`src/rtl/sap_pkg.sv`:
```
package sap_pkg;

    localparam int SAMPLE_W = 24;

    typedef enum logic [2:0] {
        FMT_I2S   = 3'd0,
        FMT_MSBJ  = 3'd1,
        FMT_LSB16 = 3'd2,
        FMT_LSB18 = 3'd3,
        FMT_LSB20 = 3'd4,
        FMT_LSB24 = 3'd5,
        FMT_RSV6  = 3'd6,
        FMT_RSV7  = 3'd7
    } sap_fmt_e;

    typedef enum logic [1:0] {
        JUST_I2S = 2'd0,
        JUST_MSB = 2'd1,
        JUST_LSB = 2'd2
    } sap_just_e;

    typedef struct packed {
        sap_just_e  just;
        logic [4:0] nbits;
    } sap_lane_t;

    typedef struct packed {
        logic [SAMPLE_W-1:0] left;
        logic [SAMPLE_W-1:0] right;
    } sap_pair_t;

    // Receive framing for a format code; reserved codes fall back to I2S.
    function automatic sap_lane_t rx_lane(logic [2:0] code);
        sap_lane_t l;
        l.just  = JUST_I2S;
        l.nbits = 5'd24;
        case (sap_fmt_e'(code))
            FMT_MSBJ:  l.just = JUST_MSB;
            FMT_LSB16: begin l.just = JUST_LSB; l.nbits = 5'd16; end
            FMT_LSB18: begin l.just = JUST_LSB; l.nbits = 5'd18; end
            FMT_LSB20: begin l.just = JUST_LSB; l.nbits = 5'd20; end
            FMT_LSB24: begin l.just = JUST_LSB; l.nbits = 5'd24; end
            default:   ;
        endcase
        return l;
    endfunction

    // Transmit framing: right-aligned codes may be overridden to left-aligned.
    function automatic sap_lane_t tx_lane(logic [2:0] code, logic msb_out);
        sap_lane_t l;
        l = rx_lane(code);
        if (l.just == JUST_LSB && msb_out) begin
            l.just  = JUST_MSB;
            l.nbits = 5'd24;
        end
        return l;
    endfunction

    // Left-align the last n received bits into a full word.
    function automatic logic [SAMPLE_W-1:0] lsb_align(logic [SAMPLE_W-1:0] sh,
                                                      logic [4:0] n);
        case (n)
            5'd16:   return {sh[15:0], 8'h00};
            5'd18:   return {sh[17:0], 6'h00};
            5'd20:   return {sh[19:0], 4'h0};
            default: return sh;
        endcase
    endfunction

    // Bit sent at slot position pos of a slot len bits long.
    function automatic logic lane_bit(sap_lane_t ln, logic [SAMPLE_W-1:0] w,
                                      int pos, int len);
        logic       b;
        int         r;
        logic [4:0] idx;
        b   = 1'b0;
        idx = 5'd0;
        case (ln.just)
            JUST_I2S: if (pos >= 1 && pos <= SAMPLE_W) begin
                idx = 5'(SAMPLE_W - pos);
                b   = w[idx];
            end
            JUST_MSB: if (pos >= 0 && pos < SAMPLE_W) begin
                idx = 5'(SAMPLE_W - 1 - pos);
                b   = w[idx];
            end
            default: begin
                r = len - 1 - pos;
                if (pos < len && r >= 0 && r < int'(ln.nbits)) begin
                    idx = 5'(SAMPLE_W - int'(ln.nbits) + r);
                    b   = w[idx];
                end
            end
        endcase
        return b;
    endfunction

endpackage

```
`src/rtl/sap_edge.sv`:
```
module sap_edge #(
    parameter int STAGES = 2
) (
    input  logic clk,
    input  logic rst,
    input  logic bck,
    input  logic ws,
    input  logic sdi,
    output logic rise,
    output logic fall,
    output logic ws_q,
    output logic sdi_q
);
    localparam int LAST = STAGES - 1;

    // {bck, ws, sdi} travel together so they stay mutually aligned.
    logic [2:0] stage [STAGES];
    logic       bck_last;

    always_ff @(posedge clk) begin
        if (rst) begin
            for (int i = 0; i < STAGES; i++) stage[i] <= 3'b000;
            bck_last <= 1'b0;
        end else begin
            stage[0] <= {bck, ws, sdi};
            for (int i = 1; i < STAGES; i++) stage[i] <= stage[i-1];
            bck_last <= stage[LAST][2];
        end
    end

    assign rise  =  stage[LAST][2] & ~bck_last;
    assign fall  = ~stage[LAST][2] &  bck_last;
    assign ws_q  =  stage[LAST][1];
    assign sdi_q =  stage[LAST][0];
endmodule

```
`src/rtl/sap_rx.sv`:
```
module sap_rx
    import sap_pkg::*;
#(
    parameter int CNT_W = 7
) (
    input  logic      clk,
    input  logic      rst,
    input  logic      rise,
    input  logic      ws,
    input  logic      sdi,
    input  logic [2:0] fmt,
    output sap_pair_t pair,
    output logic      valid
);
    localparam logic [CNT_W-1:0] CNT_MAX = '1;
    localparam logic [CNT_W-1:0] ONE     = CNT_W'(1);
    localparam logic [CNT_W-1:0] WORD_N  = CNT_W'(SAMPLE_W);

    sap_lane_t           lane;
    logic                i2s, ws_eff, bnd, slot_left;
    logic                primed, seen, have_left;
    logic                ws_d1, ws_prev;
    logic [CNT_W-1:0]    cnt;
    logic [SAMPLE_W-1:0] msbw, lsw, left_hold, slot_word;
    logic [4:0]          msb_idx;
    sap_pair_t           pair_q;
    logic                valid_q;

    always_comb begin
        lane      = rx_lane(fmt);
        i2s       = (lane.just == JUST_I2S);
        // I2S is treated as left-aligned with word select delayed one bit.
        ws_eff    = i2s ? ws_d1 : ws;
        bnd       = primed && (ws_eff != ws_prev);
        slot_left = i2s ? ~ws_prev : ws_prev;
        slot_word = (lane.just == JUST_LSB) ? lsb_align(lsw, lane.nbits) : msbw;
        msb_idx   = 5'(SAMPLE_W - 1) - cnt[4:0];
    end

    always_ff @(posedge clk) begin
        if (rst) begin
            primed    <= 1'b0;
            seen      <= 1'b0;
            have_left <= 1'b0;
            ws_d1     <= 1'b0;
            ws_prev   <= 1'b0;
            cnt       <= '0;
            msbw      <= '0;
            lsw       <= '0;
            left_hold <= '0;
            pair_q    <= '0;
            valid_q   <= 1'b0;
        end else begin
            valid_q <= 1'b0;
            if (rise) begin
                ws_d1 <= ws;
                lsw   <= {lsw[SAMPLE_W-2:0], sdi};
                if (!primed) begin
                    primed  <= 1'b1;
                    ws_prev <= ws;
                    cnt     <= '0;
                    msbw    <= '0;
                end else if (bnd) begin
                    ws_prev <= ws_eff;
                    seen    <= 1'b1;
                    cnt     <= ONE;
                    msbw    <= {sdi, {(SAMPLE_W-1){1'b0}}};
                    if (seen) begin
                        if (slot_left) begin
                            left_hold <= slot_word;
                            have_left <= 1'b1;
                        end else if (have_left) begin
                            pair_q    <= '{left: left_hold, right: slot_word};
                            valid_q   <= 1'b1;
                            have_left <= 1'b0;
                        end
                    end
                end else begin
                    if (cnt < WORD_N) msbw[msb_idx] <= sdi;
                    if (cnt != CNT_MAX) cnt <= cnt + ONE;
                end
            end
        end
    end

    assign pair  = pair_q;
    assign valid = valid_q;
endmodule

```
`src/rtl/sap_tx.sv`:
```
module sap_tx
    import sap_pkg::*;
#(
    parameter int CNT_W = 7
) (
    input  logic                clk,
    input  logic                rst,
    input  logic                fall,
    input  logic                ws,
    input  logic [2:0]          fmt,
    input  logic                tx_msb,
    input  logic [SAMPLE_W-1:0] tx_left,
    input  logic [SAMPLE_W-1:0] tx_right,
    output logic                sdo
);
    localparam logic [CNT_W-1:0] CNT_MAX = '1;
    localparam logic [CNT_W-1:0] ONE     = CNT_W'(1);

    sap_lane_t           lane;
    logic                primed, ws_prev, newslot, left_now, bit_n, sdo_q;
    logic [CNT_W-1:0]    tcnt, slot_len, pos_n, len_n;
    logic [SAMPLE_W-1:0] word, word_n;

    always_comb begin
        lane     = tx_lane(fmt, tx_msb);
        newslot  = primed && (ws != ws_prev);
        left_now = (lane.just == JUST_I2S) ? ~ws : ws;
        pos_n    = newslot ? '0 : ((tcnt == CNT_MAX) ? tcnt : tcnt + ONE);
        len_n    = newslot ? tcnt + ONE : slot_len;
        word_n   = newslot ? (left_now ? tx_left : tx_right) : word;
        bit_n    = lane_bit(lane, word_n, int'(pos_n), int'(len_n));
    end

    always_ff @(posedge clk) begin
        if (rst) begin
            primed   <= 1'b0;
            ws_prev  <= 1'b0;
            tcnt     <= '0;
            slot_len <= '0;
            word     <= '0;
            sdo_q    <= 1'b0;
        end else if (fall) begin
            if (!primed) begin
                primed  <= 1'b1;
                ws_prev <= ws;
                tcnt    <= '0;
                sdo_q   <= 1'b0;
            end else begin
                ws_prev <= ws;
                tcnt    <= pos_n;
                if (newslot) slot_len <= len_n;
                word    <= word_n;
                sdo_q   <= bit_n;
            end
        end
    end

    assign sdo = sdo_q;
endmodule

```
`src/rtl/sap_port.sv`:
```
module sap_port
    import sap_pkg::*;
#(
    parameter int SYNC_STAGES = 2,
    parameter int CNT_W       = 7
) (
    input  logic                clk,
    input  logic                rst,
    input  logic [2:0]          fmt,
    input  logic                tx_msb,
    input  logic                bck,
    input  logic                ws,
    input  logic                sdi,
    output logic                sdo,
    input  logic [SAMPLE_W-1:0] tx_left,
    input  logic [SAMPLE_W-1:0] tx_right,
    output logic [SAMPLE_W-1:0] rx_left,
    output logic [SAMPLE_W-1:0] rx_right,
    output logic                rx_valid
);
    logic      bck_rise, bck_fall, ws_s, sdi_s;
    sap_pair_t rx_pair;

    sap_edge #(.STAGES(SYNC_STAGES)) u_edge (
        .clk   (clk),
        .rst   (rst),
        .bck   (bck),
        .ws    (ws),
        .sdi   (sdi),
        .rise  (bck_rise),
        .fall  (bck_fall),
        .ws_q  (ws_s),
        .sdi_q (sdi_s)
    );

    sap_rx #(.CNT_W(CNT_W)) u_rx (
        .clk   (clk),
        .rst   (rst),
        .rise  (bck_rise),
        .ws    (ws_s),
        .sdi   (sdi_s),
        .fmt   (fmt),
        .pair  (rx_pair),
        .valid (rx_valid)
    );

    sap_tx #(.CNT_W(CNT_W)) u_tx (
        .clk      (clk),
        .rst      (rst),
        .fall     (bck_fall),
        .ws       (ws_s),
        .fmt      (fmt),
        .tx_msb   (tx_msb),
        .tx_left  (tx_left),
        .tx_right (tx_right),
        .sdo      (sdo)
    );

    assign rx_left  = rx_pair.left;
    assign rx_right = rx_pair.right;
endmodule

```
`config.mk`:
```
export PLATFORM = sky130hd
export DESIGN_NAME = sap_port
export DESIGN_NICKNAME = d
export VERILOG_FILES = /design/src/rtl/sap_pkg.sv /design/src/rtl/sap_edge.sv /design/src/rtl/sap_rx.sv /design/src/rtl/sap_tx.sv /design/src/rtl/sap_port.sv
export SDC_FILE = /design/constraint.sdc
export NUM_CORES = 1
export LEC_CHECK = 0
export BUFFER_PORTS_ARGS = -buffer_cell sky130_fd_sc_hd__buf_2
export CAP_MARGIN = 20
export CORE_MARGIN = 5
export CORE_UTILIZATION = 30
export DETAILED_ROUTE_END_ITERATION = 6
export PLACE_DENSITY_LB_ADDON = 0.1
export SETUP_SLACK_MARGIN = 0.15
export SLEW_MARGIN = 10
export SYNTH_ARGS = -nofsm -noshare
export SYNTH_HDL_FRONTEND = slang
export SYNTH_SLANG_ARGS = --single-unit
```
`constraint.sdc`:
```
create_clock -name clk -period 5.14 [get_ports clk]
set_input_delay 0.514 -clock clk [delete_from_list [all_inputs] [get_ports clk]]
set_output_delay 0.514 -clock clk [all_outputs]
set_load 0.005 [all_outputs]
```
; ---- Word-level counts from Yosys, hierarchy flattened
; Memories as Yosys holds them, arrays and structs flattened.
; Index checks and enable logic that the tools add are counted.
[classes]
mux = 43
addsub = 9
bitwise = 13
order_cmp = 12
reduce_logical = 20
n_eq_ne = 17
[ops]
columns = cell, n
row1 = 24-bit 2-to-1 mux, 6
row2 = 24-bit one-hot mux with 3 select lines, 1
row3 = 7-bit 2-to-1 mux, 8
row4 = 32-bit by 1-bit >= comparator with 1-bit output (second input constant), 1
row5 = 32-bit by 6-bit less-than comparator with 1-bit output, 1
row6 = 24-bit bitwise mux, 1
row7 = 5-bit by 6-bit less-than comparator with 1-bit output (second input constant), 4
row8 = 5-bit subtractor (first input constant), 4
row9 = 1-bit 2-to-1 mux, 18
row10 = 1-bit binary-select mux with 5-bit select, 3
row11 = 5-bit equality test (second input constant), 3
row12 = 7-bit by 1-bit adder with 7-bit output (second input constant), 2
row13 = 7-bit by 5-bit less-than comparator with 1-bit output (second input constant), 2
row14 = 4-bit one-hot mux with 3 select lines, 1
row15 = 1-bit NOT, 9
row16 = 8-bit by 8-bit subtractor with 9-bit output, 1
row17 = 2-bit AND reduction, 4
row18 = 7-bit by 1-bit subtractor with 8-bit output (second input constant), 1
row19 = 7-bit equality test (second input constant), 1
row20 = 7-bit by 1-bit >= comparator with 1-bit output (second input constant), 1
row21 = 7-bit by 5-bit <= comparator with 1-bit output (second input constant), 1
row22 = 1-bit logical AND, 7
row23 = 7-bit less-than comparator, 1
row24 = 7-bit inequality test (second input constant), 1
row25 = other kinds (23), 32
[word_totals]
input_bits = 57
wordCells = 134
mem_bits_rw = 6
out_inout_bits = 50
ff_bits = 175
n_memories = 1
[memory_table]
columns = memory, words, word_bits, read_ports, rd_clocked_by_memory_dff, write_ports, line_no
row1 = u_edge.stage, 2, 3, 2, 0, 2, sap_edge.sv:17  ; logic [2:0] stage [STAGES];

; ---- Depth between registers and ports, before layout
; Gate-level depths: netlist of run 1.
[depth]
depth_word = 15
ltp_mapped = 25
depth_no_buf = 21

; ---- Hierarchy
; A second synthesis of run 1 with hierarchy kept.
[unflattened]
cells_unflattened = 1254
area_unflattened_um2 = 10186.0
[modules_own_cells]
columns = mod, area_each_um2, seq_area_each_um2, instances, cells_per_inst
row1 = sap_rx, 5889.4, 2662.6, 1, 705
row2 = sap_tx, 4100.2, 820.8, 1, 533
row3 = sap_edge, 196.4, 140.1, 1, 16

; ---- Worst setup path after synthesis of run 1
; No wires, ideal clock.
[synth_timing]
kind = register -> register
startpoint = mem u_edge.stage[1][1] (netlist: u_edge.stage[0][4])
endpoint = reg u_tx.sdo_q (netlist: u_tx.sdo)
arrival_time_ns = 4.640
path_slack_ns = 0.416
t_required_ns = 5.056
synth_period_minus_slack_ns = 4.724
path_buffers = 4
setup_time_ns = 0.084
path_stages_with_launch = 25
path_cell_list = dfxtp_1 buf_2 xor2_1 and2_1 buf_2 clkbuf_1 buf_1 mux2i_1 ha_1 inv_1 ha_1 nor2b_1 o21ai_0 a21oi_1 nand2b_1 ha_1 inv_1 ha_1 a21oi_1 xor2_1 xnor2_1 a41o_1 o41ai_1 a41oi_1 o31ai_2
[synth_rtl]
columns = element, line_no
row1 = "start, declared", sap_edge.sv:17
row2 = "end signal, assigned", sap_tx.sv:53  ; sdo_q <= bit_n;
row3 = "end, declared", sap_tx.sv:20  ; logic primed, ws_prev, newslot, left_now, bit_n, sdo_q;

==> impl_metrics.json, run 1 <==
{
  "met2_usage_pct": 25.26,
  "synth_ff_type": "dfxtp_1",
  "p_seq_share_pct": 47.5,
  "grt_busiest_layer": "met1",
  "crit_type": "reg -> reg",
  "critPathArrivalTime_ns": 4.97,
  "insertion_delay_ns": 0.44,
  "r2r_cells": 20,
  "syn_nets": 1414,
  "gp_congestion": 0.8353,
  "p_switching_uw": 782.7,
  "final.min_clock_period_ns": 4.606,
  "grt_first_pass_wirelength_um": 52150,
  "met1_usage_pct": 28.06,
  "hpwlAfterDp_um": 24080,
  "clock-sinks": 181,
  "synth-seq-cells": 181,
  "holdPathEnd": "u_edge.stage[0][2]",
  "netlist_area_mm2": 0.01003,
  "fin_nets": 1465,
  "worst_slack_ns": 0.5338,
  "status": "finished clean",
  "synth_edf_count": 0,
  "utilization_pct": 34.60,
  "cts-root-buf": "clkbuf_16",
  "diodes": 0,
  "grt_usage_pct": 17.86,
  "fp.dieArea_mm2": 0.03718,
  "cts_buffers": 17,
  "fillers": 3611,
  "fin_crit_sh_pct": 89.61,
  "synth_cell_types": 68,
  "swShare_pct": 26.40,
  "hp-start": "bck",
  "startpoint": "u_edge.stage[0][4]",
  "fp-row-count": 67,
  "maxCapViolCount": 0,
  "synth.avg_cell_area_um2": 7.579,
  "clkPwrFrac_pct": 44.7,
  "finalSetupTns_ns": 0,
  "first_iter_violations": 712,
  "internal_power_mw": 2.182,
  "fmax_mhz": 217.1,
  "slew_violations": 0,
  "start_kind": "flop",
  "worst-endpoint-required_ns": 5.50,
  "path_clk_slew_ns": 0.07,
  "area_growth_pct": 14.84,
  "clockBufferDepth": 2,
  "crit_path_end_kind": "flop",
  "synth_commonest_cells": "nand2_1, dfxtp_1, a21oi_1, nor2_1, clkbuf_1",
  "finalClockSkew_ns": 0.01206,
  "synth_most_common_cell": "nand2_1",
  "path_max_fanout": 10,
  "met3_usage_pct": 2.551,
  "reg2reg_slack_ns": 0.53,
  "p_leak_nw": 4.124,
  "drt-total-wl_um": 33490,
  "holdBufCountCts": 0,
  "grt-ovfl-total": 0,
  "synthCells": 1323,
  "path_cells": "xor2_1 -> and2_2 -> mux2i_1 -> ha_1 -> inv_1 -> ha_1 -> nor2b_1 -> o21ai_0 -> a21oi_1 -> nand2b_1 -> ha_1 -> inv_1 -> ha_1 -> a21oi_1 -> xor2_1 -> xnor2_1 -> a41o_1 -> o41ai_1 -> a41oi_1 -> o31ai_2",
  "synth_top_area_share_pct": 36.14,
  "io_buffers": 106,
  "tritoncts": "built",
  "ios": 107,
  "wire_per_inst_um": 18.25,
  "hold_viol_final": 0,
  "grt_start_max_net_pins": 111,
  "tightest_slew_ns": 1.117,
  "relSlewSlack_pct": 25.28,
  "vias": 9594,
  "place_area_mm2": 0.01092,
  "via_per_inst": 5.228,
  "reg2reg_from": "u_edge.stage[0][4]",
  "critPathMostFrequentCell": "ha_1",
  "hp-class": "in -> reg",
  "htree_levels": 4,
  "async_flop_share_pct": 0,
  "final_layout_size_suffix_gt1_share_pct": 13.34,
  "r2r-end": "u_tx.sdo",
  "dp_slack_ns": 0.5219,
  "power_per_cell_area_mw_per_mm2": 257.5,
  "holdPathStages": 2,
  "rsz0062_at_grt": "no",
  "drtPass1Iterations": 6,
  "core_area_mm2": 0.03328,
  "finalSetupViolations": 0,
  "synth.top_cells.by_area": "dfxtp_1, nand2_1, a21oi_1, nor2_1, mux2i_1",
  "die-width_um": 192.8,
  "antenna_found_initial": 1,
  "yosys_warnings": 0,
  "critPathMaxStageDelay_ns": 0.36,
  "ir_worst_vdd_mv": 0.2436,
  "cpMaxStageDelayCell": "and2_2",
  "yosysTopAreaCell": "dfxtp_1",
  "die_h_um": 192.8,
  "drc": 0,
  "ys_seq_area_share_pct": 36.14,
  "design_area_mm2": 0.01151,
  "ant_nets": 0,
  "power.combinational.fraction_pct": 7.8,
  "grt_pass1_vias": 8922,
  "initial_core_util_pct": 30.13
}
[timing repair]
action | 4_1_cts | 5_1_grt
buffers inserted | 0 | 0
gates resized for setup | 0 | 1
endpoints found under the setup margin | 0 | 1
[cell type report]
cell class | count | area [µm²] | share of cell area, %
Inverter | 31 | 116.4 | 1.011
Tap cell | 448 | 560.5 | 4.868
Sequential cell | 181 | 3623 | 31.47
Clock buffer | 20 | 446.7 | 3.879
Clock inverter | 12 | 141.4 | 1.228
Multi-Input combinational cell | 1009 | 5879 | 51.06
Timing Repair Buffer | 134 | 747.0 | 6.487
[power groups by stage]
stage / logic, mW / registers [mW] / clock network [mW]
finish: 0.231 / 1.41 / 1.32
global route: 0.254 / 1.41 / 1.43
CTS: 0.231 / 1.41 / 1.37
detailed placement: 0.230 / 1.44 / 0
global placement: 0.229 / 1.44 / 0
floorplan: 0.152 / 1.44 / 0
[routing by layer]
layer / part of all wire, % / up-vias
met5: 0 / -
met4: 1.4 / 0
met3: 4.9 / 30
met2: 41 / 266
met1: 53 / 4522
li1: - / 4776
[worst max-delay path, delay by kind of cell (launching register included)]
family	cells	cell delay [ns]
buffers and inverters	2	0.16
xor gates and xnor gates	3	0.64
adders and majority gates	4	1.00
DFF	1	0.35
muxes	1	0.29
AOI/OAI and AO/OA	7	1.41
and+or+nand+nor	3	0.69
[cells in the final DEF, fill, tap and decap left out, types with 4 or more instances in the layout]
cell / Yosys / layout
nand2_1: 262 / 262
dfxtp_1: 181 / 181
a21oi_1: 143 / 143
nor2_1: 142 / 140
buf_2: 19 / 105
mux2i_1: 43 / 43
a211oi_1: 43 / 43
nand3_1: 34 / 34
o21ai_0: 34 / 33
inv_1: 31 / 31
ha_1: 31 / 31
nor3_1: 29 / 29
buf_4: 0 / 28
a32oi_1: 26 / 26
a221oi_1: 17 / 17
clkbuf_16: 0 / 17
nand2b_1: 15 / 15
nand4_1: 15 / 15
nor2b_1: 15 / 14
xnor2_1: 12 / 12
a22oi_1: 12 / 12
and3_1: 11 / 11
xor2_1: 10 / 10
a31oi_1: 7 / 7
o211ai_1: 7 / 7
o21ai_1: 5 / 6
a21o_1: 6 / 6
a2111oi_0: 6 / 6
a311oi_1: 6 / 6
mux2_2: 5 / 5
a31o_2: 5 / 5
or3_1: 4 / 4
a211o_1: 4 / 4
and2_0: 4 / 4
nor3b_1: 4 / 4
and4_1: 4 / 4
inv_8: 0 / 4
[stage by stage]
stage	total power [mW]	cells	hold WS (ns)
final	2.965	1835	0.2793
after floorplan	1.591	1323	0.4138
after CTS	3.007	1834	0.2577
after global routing	3.090	1835	0.2793
after detailed placement	1.673	1802	0.4329
after global placement	1.672	1802	0.4173
[worst max path at each step]
stage	to	slack (ns)	depth (start not counted)
after floorplan	u_tx.sdo	0.42	24
after global placement	u_tx.sdo	0.72	20
after detailed placement	u_tx.sdo	0.52	20
after CTS	u_tx.sdo	0.50	20
after global routing	u_tx.sdo	0.15	20
final	u_tx.sdo	0.53	20
[registers in the layout, indices dropped and copies added, names as in the netlist, 6 cells and up]
signal          cells
u_rx.left_hold     24
u_rx.pair          48
u_edge.stage        6
u_rx.lsw           24
u_rx.msbw          24
u_rx.cnt            7
u_tx.slot_len       7
u_tx.word          24
u_tx.tcnt           7
[kinds of logic (layout without fill, tap and decap cells)]
kind of cell / after synthesis / after routing / share of synthesized area (%)
compound gates: 348 / 348 / 22.74
xor+xnor: 22 / 22 / 1.922
fa+ha+maj: 34 / 34 / 4.467
buf+inv: 133 / 197 / 5.366
flops: 181 / 181 / 36.14
mux: 49 / 49 / 5.079
simple gates: 556 / 556 / 24.29
Power figures use the tool's default switching activity.
==> run 2, diff against run 1 <==
- BUFFER_PORTS_ARGS: -buffer_cell sky130_fd_sc_hd__buf_2 -> unset
- DONT_BUFFER_PORTS: unset -> 1
- SYNTH_HIERARCHICAL: unset -> 1
==> run 2 against run 1 <==
Net effect:
- critical path depth rose by 1
- combinational power decreased by 26%
- first-iteration DRC count fell by 23%
- largest cell class unchanged
- sequential share of layout area increased by 1.1 points
- highest routed layer unchanged
- worst setup slack worse by 0.023 ns
- critical path type unchanged
==> impl_metrics.json, run 2 <==
{
  "worst-path-buf-inv": 3,
  "critPathArrivalTime_ns": 5.00,
  "worst-endpoint-required_ns": 5.51,
  "drt-total-wl_um": 31780,
  "hold_viol_final": 0,
  "hpwlAfterDp_um": 22670,
  "io_buffers": 0,
  "holdWs_ns": 0.1426,
  "syn_nets": 1344,
  "rsz0062_at_grt": "no",
  "htree_levels": 4,
  "clock-sinks": 181,
  "die_h_um": 194.3,
  "ant_nets": 0,
  "yosys_warnings": 6,
  "die-width_um": 194.3,
  "first_iter_violations": 551,
  "synth_ff_type": "dfxtp_1",
  "finalClockSkew_ns": 0.01160,
  "power_per_cell_area_mw_per_mm2": 260.5,
  "antenna_found_initial": 0,
  "final.min_clock_period_ns": 4.629,
  "diodes": 0,
  "via_per_inst": 5.199,
  "relSlewSlack_pct": 26.71,
  "tightest_slew_ns": 1.099,
  "critPathMaxStageDelay_ns": 0.44,
  "design_area_mm2": 0.01113,
  "p_leak_nw": 3.858,
  "startpoint": "u_tx/primed",
  "synth.top_cells.by_area": "dfxtp_1, mux2i_1, nand2_1, nor2_1, a21oi_1",
  "grt_usage_pct": 16.39,
  "fin_crit_sh_pct": 90.07,
  "cts_buffers": 17,
  "synth_most_common_cell": "dfxtp_1",
  "largest_reg_flops": 48,
  "vias": 8636,
  "crit_family": "adder cells",
  "netlist_area_mm2": 0.01019,
  "path_cells": "inv_1 -> nor2_4 -> mux2i_1 -> ha_1 -> inv_1 -> ha_1 -> nor2b_1 -> o21ai_0 -> nand2_1 -> nor2_1 -> nor2_1 -> ha_1 -> inv_1 -> ha_1 -> a21oi_1 -> xnor2_1 -> xnor3_1 -> o311ai_0 -> or4_1 -> a2111o_1 -> a32oi_1",
  "yosysTopAreaCell": "dfxtp_1",
  "synth_top_area_share_pct": 35.57,
  "finalSetupTns_ns": 0,
  "clockBufferDepth": 2,
  "path_clk_slew_ns": 0.07,
  "grt_start_max_net_pins": 173,
  "gp_congestion": 0.8521,
  "place_area_mm2": 0.01050,
  "finalSetupViolations": 0,
  "total_power_mw": 2.899,
  "crit_type": "reg -> reg",
  "synth_edf_count": 0,
  "wire_per_inst_um": 19.13,
  "ys_seq_area_share_pct": 35.57,
  "maxCapViolCount": 0,
  "insertion_delay_ns": 0.45,
  "fin_nets": 1290,
  "core_area_mm2": 0.03353,
  "drc": 0,
  "critPathMostFrequentCell": "ha_1",
  "reg2reg_from": "u_tx/primed",
  "async_flop_share_pct": 0,
  "synthCells": 1254,
  "fmax_mhz": 216.0,
  "holdBufCountCts": 0,
  "ir_worst_vdd_mv": 0.2509,
  "final_common_cell": "dfxtp_1",
  "final_cell_mix": "dfxtp_1, nand2_1, nor2_1, a21oi_1, o21ai_0",
  "initial_core_util_pct": 30.38,
  "final_layout_size_suffix_gt1_share_pct": 9.068,
  "fp-row-count": 67,
  "cpMaxStageDelayCell": "dfxtp_1",
  "grt_pass1_vias": 8087,
  "synth_cell_types": 84,
  "hp-start": "rst",
  "synth.avg_cell_area_um2": 8.123,
  "cts_setup_buffers": 0,
  "synth_commonest_cells": "dfxtp_1, nand2_1, nor2_1, a21oi_1, o21ai_0",
  "slew_violations": 0,
  "ios": 107,
  "synth-seq-cells": 181,
  "drtPass1Iterations": 5,
  "start_kind": "flop",
  "status": "finished clean",
  "grt_first_pass_wirelength_um": 49740,
  "tritoncts": "built",
  "crit_path_end_kind": "flop",
  "cts-root-buf": "clkbuf_16",
  "area_growth_pct": 9.250,
  "grt-ovfl-total": 0,
  "fp.dieArea_mm2": 0.03774,
  "path_max_fanout": 7,
  "hp-class": "in -> reg"
}
==> run 2: cell count changes after synthesis, moves of 19 or more <==
cell      previous run  this run
nand2_1            262       165
a21oi_1            143        91
o21ai_0             34        82
mux2i_1             43        70
o22ai_1              0        27
nor3_1              29         6
nand2b_1            15        37
a32oi_1             26         7
==> run 2: cells by family after synthesis <==
| kind of cell | after synthesis | synth area share, % |
|---|---|---|
| simple gates | 470 | 22.01 |
| compound gates | 341 | 21.73 |
| flops | 181 | 35.57 |
| buf+inv | 123 | 5.442 |
| mux | 87 | 9.200 |
| fa+ha+maj | 33 | 4.201 |
| xor+xnor | 19 | 1.843 |
==> run 2: routing by layer <==
metal  GRT usage (%)  wire [µm]  vias to the layer above
met3           3.336       1439                       15
met5               0          0                        -
li1                -          -                     4348
met2           23.02      12980                      150
met1           25.65      17060                     4123
met4           3.411        297                        0
==> run 2: area by class of cell <==
type                    count  area (µm²)
repair buffers             21       177.7
inverters                  29       108.9
multi-input cells         950        6071
clock buffers              21       470.5
clock inverters            11       112.6
fillers                  3604       22400
well taps                 448       560.5
flip-flops and latches    181        3627
==> run 2: where the power goes <==
group,internal [mW],leakage [nW],switching [mW]
Clock,0.680,0.284,0.636
Sequential,1.40,1.46,0.00556
Combinational,0.0707,2.11,0.101
Total,2.16,3.86,0.743
==> run 2: what timing repair did <==
| action | in CTS | in global routing |
|---|---|---|
| endpoints found under the hold margin | 0 | 0 |
| gates resized for setup | 0 | 9 |
| setup endpoints to repair | 0 | 1 |
==> run 2: final timing paths <==
check                                          end  slack, ns  cells after the start
worst max-delay path                      u_tx/sdo       0.51                     21
worst min-delay path                  u_rx/lsw[23]       0.14                      1
worst max register to register            u_tx/sdo       0.51                     21
worst min register to register  u_edge/stage[0][5]       0.45                      1
==> run 2: stage by stage <==
step / setup slack, ns / util [%] / cells
floorplan: 0.1694 / - / 1254
global placement: 0.4035 / 31.28 / 1627
detailed placement: 0.2745 / 31.32 / 1628
CTS: 0.2441 / 33.06 / 1660
global route: 0.1584 / 33.19 / 1661
finish: 0.5106 / 33.19 / 1661
==> run 3, diff against run 2 <==
- ABC_CLOCK_PERIOD_IN_PS: unset -> 5140
- CORE_UTILIZATION: 30 -> 25
==> run 3 against run 2 <==
Net effect:
- non-clock buffer count is 6 higher
- sequential cell count stayed put
- sequential share of layout area is 0.52 points lower
- total power is 1.9% higher
- via count is 0.42% higher
- wire length is 4.3% higher
- hold slack worse by 0.0057 ns
- clock skew is 0.0018 ns higher
- sequential power hardly changed
- die area is 19% higher
- critical endpoint unchanged
- largest power group unchanged
==> impl_metrics.json, run 3 (synthesis gave the netlist of run 2 again) <==
{
  "status": "finished clean",
  "slew_violations": 0,
  "clockBufferDepth": 2,
  "hold_viol_final": 0,
  "critPathArrivalTime_ns": 5.00,
  "relSlewSlack_pct": 44.79,
  "hp-start": "rst",
  "holdBufCountCts": 0,
  "r2r-end": "u_tx/sdo",
  "ir_worst_vdd_mv": 0.2358,
  "grt_usage_pct": 14.80,
  "clock-sinks": 181,
  "drc": 0,
  "worst_slack_ns": 0.5169,
  "cts_buffers": 17,
  "holdPathStages": 1,
  "antenna_found_initial": 0,
  "hpwlAfterDp_um": 23870,
  "finalSetupViolations": 0,
  "reg2reg_from": "u_tx/tcnt[1]",
  "fp-row-count": 74,
  "critPathMostFrequentCell": "ha_1",
  "fin_crit_sh_pct": 89.94,
  "die_h_um": 211.9,
  "tightest_slew_ns": 0.8282,
  "cpMaxStageDelayCell": "fa_1",
  "die-width_um": 211.9,
  "initial_core_util_pct": 25.12,
  "largest_reg_flops": 48,
  "fin_nets": 1296,
  "crit_family": "compound AO/OA/AOI/OAI gates",
  "power_per_cell_area_mw_per_mm2": 261.2,
  "diodes": 0,
  "final_common_cell": "dfxtp_1",
  "via_per_inst": 4.953,
  "fillers": 4431,
  "grt_start_max_net_pins": 173,
  "path_clk_slew_ns": 0.08,
  "drt-total-wl_um": 33140,
  "path_cells": "ha_1 -> nand3_1 -> o21ai_1 -> a21oi_1 -> buf_4 -> fa_1 -> xnor2_1 -> ha_1 -> ha_1 -> a21o_1 -> a21oi_1 -> xnor2_1 -> xnor3_1 -> o311ai_0 -> or4_1 -> a2111o_1 -> a32oi_1",
  "insertion_delay_ns": 0.45,
  "finalSetupTns_ns": 0,
  "r2r_cells": 17,
  "cts-root-buf": "clkbuf_16",
  "maxCapViolCount": 0,
  "rsz0062_at_grt": "no",
  "grt-ovfl-total": 0,
  "reg2reg_slack_ns": 0.52,
  "wire_per_inst_um": 18.93,
  "area_growth_pct": 11.06,
  "first_iter_violations": 565,
  "final_layout_size_suffix_gt1_share_pct": 9.598,
  "dp_slack_ns": 0.1703,
  "gp_congestion": 0.8192,
  "p_leak_nw": 3.906,
  "worst-path-buf-inv": 1,
  "start_kind": "flop",
  "path_max_fanout": 9,
  "finalClockSkew_ns": 0.01344,
  "ant_nets": 0,
  "drtPass1Iterations": 5,
  "tritoncts": "built",
  "final.min_clock_period_ns": 4.623,
  "vias": 8672,
  "critPathMaxStageDelay_ns": 0.47,
  "final_cell_mix": "dfxtp_1, nand2_1, nor2_1, a21oi_1, o21ai_0",
  "fp.dieArea_mm2": 0.04488,
  "core_area_mm2": 0.04055,
  "hp-class": "in -> reg",
  "io_buffers": 0,
  "worst-endpoint-required_ns": 5.51,
  "ios": 107,
  "crit_path_end_kind": "flop",
  "grt_first_pass_wirelength_um": 52050,
  "grt_pass1_vias": 8399,
  "crit_type": "reg -> reg",
  "fmax_mhz": 216.3,
  "htree_levels": 4,
  "holdPathEnd": "u_rx/lsw[22]"
}
==> run 3: changes by cell type in the layout (fill, tap and decap cells not counted), moves of 2 or more <==
cell      delta
clkbuf_8     -3
buf_4        +5
clkinv_4     -2
inv_6        +2
==> run 3: cell type report <==
class                      count  area (µm²)  share of cell area, %
clock buffer                  17       425.4                  3.761
clock inverter                15       180.2                  1.593
inverter                      29       108.9                 0.9623
multi-input combinational    950        6068                  53.64
sequential                   181        3628                  32.08
tap                          532       665.6                  5.884
timing repair buffer          27       235.2                  2.079
==> run 3: worst max-delay path by stage <==
stage / from / endpoint / slack, ns / cells past startpoint
final: u_tx/tcnt[1] / u_tx/sdo / 0.52 / 17
after global routing: u_tx/tcnt[1] / u_tx/sdo / 0.17 / 21
after CTS: u_edge/stage[0][4] / u_tx/sdo / 0.24 / 20
after detailed placement: u_edge/stage[0][4] / u_tx/sdo / 0.17 / 20
after global placement: u_edge/stage[0][4] / u_tx/sdo / 0.32 / 20
after floorplan: u_edge/stage[0][4] / u_tx/sdo / 0.17 / 24
==> run 3: through the flow <==
stage | instance area [µm²] | hold slack [ns] | power, mW | cells | utilization (%)
after floorplan | 10190 | 0.4138 | 1.604 | 1254 | -
after detailed placement | 10620 | 0.4363 | 1.620 | 1714 | 26.20
after CTS | 11230 | 0.1097 | 3.016 | 1746 | 27.69
final | 11310 | 0.1370 | 2.955 | 1751 | 27.89
after global placement | 10610 | 0.4356 | 1.618 | 1713 | 26.16
after global routing | 11310 | 0.1089 | 3.084 | 1751 | 27.89
==> run 3: where the power goes <==
part	total, mW	switching (mW)	internal, mW
combinational	0.176	0.104	0.0715
clock	1.37	0.668	0.701
sequential	1.41	0.00581	1.40
total	2.96	0.778	2.18
==> run 3: metal layers <==
| metal | vias up | share of wire (%) | track usage [%] |
|---|---|---|---|
| met5 | - | 0 | 0 |
| li1 | 4372 | - | - |
| met3 | 21 | 4.0 | 2.845 |
| met1 | 4137 | 52 | 22.54 |
| met4 | 0 | 1.5 | 3.909 |
| met2 | 142 | 43 | 21.24 |
==> run 3: timing repair <==
item | CTS | global route
gates cloned | 0 | 0
resized for setup | 1 | 9
setup endpoints to repair | 1 | 1
pin swaps | 0 | 2
hold endpoints to repair | 0 | 0
buffers inserted | 0 | 3
